File: config.mk
export PLATFORM = sky130hd
export DESIGN_NAME = nvr_refresh_seq
export DESIGN_NICKNAME = d
export VERILOG_FILES = /design/src/rtl/nvr_pkg.sv /design/src/rtl/nvr_addr_ctr.sv /design/src/rtl/nvr_data_hold.sv /design/src/rtl/nvr_seq_fsm.sv /design/src/rtl/nvr_refresh_seq.sv
export SDC_FILE = /design/constraint.sdc
export NUM_CORES = 1
export LEC_CHECK = 0
export ABC_AREA = 1
export BUFFER_PORTS_ARGS = -buffer_cell sky130_fd_sc_hd__buf_4
export CAP_MARGIN = 40
export CORE_UTILIZATION = 51
export CTS_CLUSTER_SIZE = 25
export DETAILED_ROUTE_END_ITERATION = 12
export GPL_ROUTABILITY_DRIVEN = 0
export PLACE_DENSITY = 0.87
export SETUP_SLACK_MARGIN = 0.4
export SKIP_CTS_REPAIR_TIMING = 1
export SYNTH_ARGS = -nofsm -noshare
export SYNTH_HDL_FRONTEND = slang
export SYNTH_SLANG_ARGS = --single-unit
export TNS_END_PERCENT = 10
File: constraint.sdc
create_clock -name clk -period 2.1 [get_ports clk]
set_clock_uncertainty 0.05 [all_clocks]
set_input_delay 0.42 -clock clk [delete_from_list [all_inputs] [get_ports clk]]
set_output_delay 0.42 -clock clk [all_outputs]
set_load 0.03 [all_outputs]
File: src/rtl/nvr_pkg.sv
package nvr_pkg;

  typedef enum logic [3:0] {
    ST_IDLE,
    ST_MASK,
    ST_READ,
    ST_KEY1,
    ST_KEY2,
    ST_FIRE,
    ST_WAIT,
    ST_STEP,
    ST_DISARM
  } nvr_state_e;

  localparam logic [7:0] UNLOCK_FIRST  = 8'h55;
  localparam logic [7:0] UNLOCK_SECOND = 8'hAA;

  function automatic logic [7:0] key_for(input nvr_state_e st);
    case (st)
      ST_KEY1: key_for = UNLOCK_FIRST;
      ST_KEY2: key_for = UNLOCK_SECOND;
      default: key_for = 8'h00;
    endcase
  endfunction

endpackage

File: src/rtl/nvr_addr_ctr.sv
module nvr_addr_ctr #(
  parameter int ADDR_W = 4
) (
  input  logic              clk,
  input  logic              rst_n,
  input  logic              clear,
  input  logic              step,
  output logic [ADDR_W-1:0] addr,
  output logic [ADDR_W:0]   loc_cnt,
  output logic              at_last
);

  function automatic logic [ADDR_W-1:0] addr_succ(input logic [ADDR_W-1:0] a);
    return a + 1'b1;
  endfunction

  function automatic logic [ADDR_W:0] cnt_succ(input logic [ADDR_W:0] c);
    return c + 1'b1;
  endfunction

  logic [ADDR_W-1:0] addr_q;
  logic [ADDR_W:0]   cnt_q;

  always_ff @(posedge clk) begin
    if (!rst_n) begin
      addr_q <= '0;
      cnt_q  <= '0;
    end else if (clear) begin
      addr_q <= '0;
      cnt_q  <= '0;
    end else if (step) begin
      addr_q <= addr_succ(addr_q);
      cnt_q  <= cnt_succ(cnt_q);
    end
  end

  // the pass ends when the successor rolls over to zero
  assign at_last = (addr_succ(addr_q) == '0);
  assign addr    = addr_q;
  assign loc_cnt = cnt_q;

endmodule

File: src/rtl/nvr_data_hold.sv
module nvr_data_hold #(
  parameter int DATA_W = 8
) (
  input  logic              clk,
  input  logic              rst_n,
  input  logic              load,
  input  logic [DATA_W-1:0] din,
  output logic [DATA_W-1:0] dout
);

  logic [DATA_W-1:0] hold_q;

  always_ff @(posedge clk) begin
    if (!rst_n)    hold_q <= '0;
    else if (load) hold_q <= din;
  end

  assign dout = hold_q;

endmodule

File: src/rtl/nvr_seq_fsm.sv
module nvr_seq_fsm
  import nvr_pkg::*;
(
  input  logic       clk,
  input  logic       rst_n,
  input  logic       start_req,
  input  logic       abort_req,
  input  logic       rd_ack,
  input  logic       wip,
  input  logic       at_last,
  output logic       busy,
  output logic       irq_mask,
  output logic       wren,
  output logic       done,
  output logic       ctr_clear,
  output logic       ctr_step,
  output logic       data_load,
  output logic       rd_req,
  output logic       key_we,
  output logic [7:0] key_val,
  output logic       wr_fire
);

  nvr_state_e state_q, state_d;
  logic       mask_q, wren_q, done_q, abort_pend_q, full_q;
  logic       stop_now;

  assign stop_now = abort_pend_q | abort_req;

  always_comb begin
    state_d = state_q;
    case (state_q)
      ST_IDLE:   if (start_req) state_d = ST_MASK;
      ST_MASK:   state_d = ST_READ;
      ST_READ:   if (rd_ack) state_d = ST_KEY1;
      ST_KEY1:   state_d = ST_KEY2;
      ST_KEY2:   state_d = ST_FIRE;
      ST_FIRE:   state_d = ST_WAIT;
      ST_WAIT:   if (!wip) state_d = ST_STEP;
      ST_STEP:   state_d = (at_last || stop_now) ? ST_DISARM : ST_READ;
      ST_DISARM: state_d = ST_IDLE;
      default:   state_d = ST_IDLE;
    endcase
  end

  always_ff @(posedge clk) begin
    if (!rst_n) begin
      state_q      <= ST_IDLE;
      mask_q       <= 1'b0;
      wren_q       <= 1'b0;
      done_q       <= 1'b0;
      abort_pend_q <= 1'b0;
      full_q       <= 1'b0;
    end else begin
      state_q <= state_d;
      done_q  <= 1'b0;
      if (state_q == ST_IDLE)  abort_pend_q <= 1'b0;
      else if (abort_req)      abort_pend_q <= 1'b1;
      if (state_q == ST_IDLE && start_req) mask_q <= 1'b1;
      if (state_q == ST_MASK)              wren_q <= 1'b1;
      if (state_q == ST_STEP && state_d == ST_DISARM) begin
        wren_q <= 1'b0;
        full_q <= at_last;
      end
      if (state_q == ST_DISARM) begin
        mask_q <= 1'b0;
        done_q <= full_q;
      end
    end
  end

  assign busy      = (state_q != ST_IDLE);
  assign irq_mask  = mask_q;
  assign wren      = wren_q;
  assign done      = done_q;
  assign ctr_clear = (state_q == ST_IDLE) && start_req;
  assign ctr_step  = (state_q == ST_STEP);
  assign data_load = (state_q == ST_READ) && rd_ack;
  assign rd_req    = (state_q == ST_READ);
  assign key_we    = (state_q == ST_KEY1) || (state_q == ST_KEY2);
  assign key_val   = key_for(state_q);
  assign wr_fire   = (state_q == ST_FIRE);

endmodule

File: src/rtl/nvr_refresh_seq.sv
module nvr_refresh_seq #(
  parameter int ADDR_W = 4,
  parameter int DATA_W = 8
) (
  input  logic              clk,
  input  logic              rst_n,
  input  logic              start_i,
  input  logic              abort_i,
  output logic              busy_o,
  output logic              done_o,
  output logic              irq_mask_o,
  output logic [ADDR_W:0]   loc_count_o,
  output logic [ADDR_W-1:0] nv_addr_o,
  output logic              nv_rd_req_o,
  input  logic              nv_rd_ack_i,
  input  logic [DATA_W-1:0] nv_rd_data_i,
  output logic              nv_wren_o,
  output logic              nv_key_we_o,
  output logic [7:0]        nv_key_o,
  output logic              nv_wr_start_o,
  output logic [DATA_W-1:0] nv_wr_data_o,
  input  logic              nv_wip_i
);

  // named internal events, visible to the bound checker
  logic ctr_clear_ev;
  logic step_ev;
  logic load_ev;
  logic last_loc;

  nvr_seq_fsm u_fsm (
    .clk       (clk),
    .rst_n     (rst_n),
    .start_req (start_i),
    .abort_req (abort_i),
    .rd_ack    (nv_rd_ack_i),
    .wip       (nv_wip_i),
    .at_last   (last_loc),
    .busy      (busy_o),
    .irq_mask  (irq_mask_o),
    .wren      (nv_wren_o),
    .done      (done_o),
    .ctr_clear (ctr_clear_ev),
    .ctr_step  (step_ev),
    .data_load (load_ev),
    .rd_req    (nv_rd_req_o),
    .key_we    (nv_key_we_o),
    .key_val   (nv_key_o),
    .wr_fire   (nv_wr_start_o)
  );

  nvr_addr_ctr #(.ADDR_W(ADDR_W)) u_ctr (
    .clk     (clk),
    .rst_n   (rst_n),
    .clear   (ctr_clear_ev),
    .step    (step_ev),
    .addr    (nv_addr_o),
    .loc_cnt (loc_count_o),
    .at_last (last_loc)
  );

  nvr_data_hold #(.DATA_W(DATA_W)) u_hold (
    .clk   (clk),
    .rst_n (rst_n),
    .load  (load_ev),
    .din   (nv_rd_data_i),
    .dout  (nv_wr_data_o)
  );

endmodule

==> metrics <==
Most used DFF post-synth=dfxtp_1; hold_ws=0.297 ns; clk sinks=26; Flop pwr share=52.9%; Slew @ Worst Pin=0.416 ns; synthesized instance count=158; flops & latches, synth=26; Final Non-Filler Cells=229; Max Fclk=563 MHz; # rows=17; EDFF count, synth=0; Post-Syn Area=0.00118 mm^2; Die Ht=50.0 um; Initial Util=53.7%; commonest non-fill, non-tap cell in the layout=buf_4; die width=50.0 um; # IOs=46; Clk network pwr share=24.7%; WL final=2910 um; Leak=0.000721 uW; Skew-Pair Late Insertion Delay=0.32 ns; gr ovfl total=0; HPWL after DPL=2060 um; switching pwr=297 uW; Worst EP arrival=1.31 ns; Via density=5.14; die footprint=0.00250 mm^2; vias in the first global route=1,004; combinational share of power=22.4%; Power Dens Cells=617 mW/mm^2; Mean Syn Cell Area=7.44 um^2; status=finished clean; crit path capture type=primary output; period utilization=84.6%; placed cell count=223; yosys warns=0; Layout area overhead=37.4%; Final Hold Violating Endpoints=0; CTS Buf Count=3; Slew Viols, Final=0; H-Tree Depth=1; post-route cell area=0.00162 mm^2; clock-pin transition on the worst setup and hold timing paths=0.13 ns; layout cells sized above 1=38.3%; I/O Buffers=45; RSZ-0062 raised after global routing=true; Max VDD drop=574 uV; Ant. Diodes=0; GRT Total Usage=22.7%; DR WL/cell=12.7 um; Syn Nets=174; largest net degree at the start of global routing=15; remaining routing DRC violations=0; Area after DPL=0.00151 mm^2; nets=218; Synth cell types=24; DR iter-0 viols=26; clock buffer depth=2; Initial DRT Pass Iterations=4; number of setup violations in the final report=0; Max-Cap Viols=0; most frequent cells in the layout=buf_4, nand2_1, dfxtp_1; total core area=0.00219 mm^2; asr flop ratio synth=0%; CP Max Fanout=5; DRT antenna net count=0; sw frac=29.8%; crit start category=register; initial antenna violation count=0; Power Internal=700 uW; CP required=1.63 ns; CTS Root Cell=clkbuf_4; Hold Crit Class=input port to register; first-pass GRT wire length=4250 um; Final Critical Period=1.78 ns; CTS tree=built; vias=1,177; setup TNS=0 ns; slew margin rel.=72.2%; sequential fraction of the synthesis area=44.3%; worst setup path category=register to primary output
## path summary, 6_finish.rpt
check	depth (start not counted)	startpoint	to	slack, ns
worst max register to register	5	u_fsm.state_q[2]	u_ctr.loc_cnt[2]	0.65
worst max-delay path	5	u_fsm.state_q[3]	nv_key_o[6]	0.32
worst min register to register	2	u_fsm.full_q	u_fsm.done	0.41
worst min-delay path	3	rst_n	u_fsm.state_q[0]	0.30
## cell usage after synthesis, types with 2 or more instances
| library cell | count | area [um^2] |
|---|---|---|
| ha_1 | 2 | 25.0 |
| nor3_1 | 5 | 25.0 |
| dfxtp_1 | 26 | 521 |
| inv_1 | 18 | 67.6 |
| nand2_1 | 33 | 124 |
| nand3_1 | 17 | 85.1 |
| nor2_1 | 10 | 37.5 |
| nor3b_1 | 3 | 22.5 |
| nand2_2 | 3 | 18.8 |
| buf_4 | 6 | 45.0 |
| o21ai_0 | 4 | 20.0 |
| a21oi_1 | 18 | 90.1 |
| clkbuf_1 | 2 | 7.51 |
## power groups by stage
stage / logic (uW) / clock network (uW) / registers (uW)
floorplan: 111 / 0 / 554
global placement: 195 / 0 / 533
detailed placement: 201 / 0 / 535
CTS: 202 / 254 / 524
global route: 238 / 269 / 530
finish: 223 / 247 / 528
## cells by family after synthesis
kind of cell    after synthesis  synth area share (%)
buf+inv                      29                  11.3
flops                        26                  44.3
simple gates                 76                  30.9
compound gates               23                  10.0
xor+xnor                      2                  1.49
fa+ha+maj                     2                  2.13
## stage by stage
stage	worst slack (ns)	util [%]	power [uW]
after floorplan	0.368	-	665
after global placement	0.614	69.0	729
after detailed placement	0.525	69.0	736
after CTS	0.151	70.7	980
after global routing	0.253	73.8	1040
final	0.324	73.8	998
## layout make-up
class | count | area [um^2]
Clock buffer | 4 | 36.3
Fill cell | 167 | 574
Inverter | 19 | 73.8
Multi-Input combinational cell | 103 | 574
Sequential cell | 26 | 526
Tap cell | 28 | 35.0
Timing Repair Buffer | 49 | 372
## state kept, by name, indices dropped and copies added, names as in the netlist
register,cells
u_fsm.abort_pend_q,1
u_fsm.done,1
u_fsm.wren,1
u_fsm.irq_mask,1
u_hold.dout,8
u_ctr.addr,4
u_fsm.full_q,1
u_ctr.loc_cnt,5
u_fsm.state_q,4
## per-layer routing
| layer | vias to the layer above | GRT usage (%) | share of wire (%) |
|---|---|---|---|
| met4 | 0 | 12.4 | 2.2 |
| met2 | 40 | 41.1 | 55 |
| li1 | 591 | - | - |
| met5 | - | 0 | 0 |
| met3 | 8 | 3.40 | 3.5 |
| met1 | 538 | 24.8 | 40 |
## critical path: stages (launching register included)
cell	delay (ns)
dfxtp_2	0.36
inv_2	0.09
nand2_4	0.09
nor2_4	0.17
buf_4	0.13
buf_4	0.15
(Power assumes the default switching activity.)
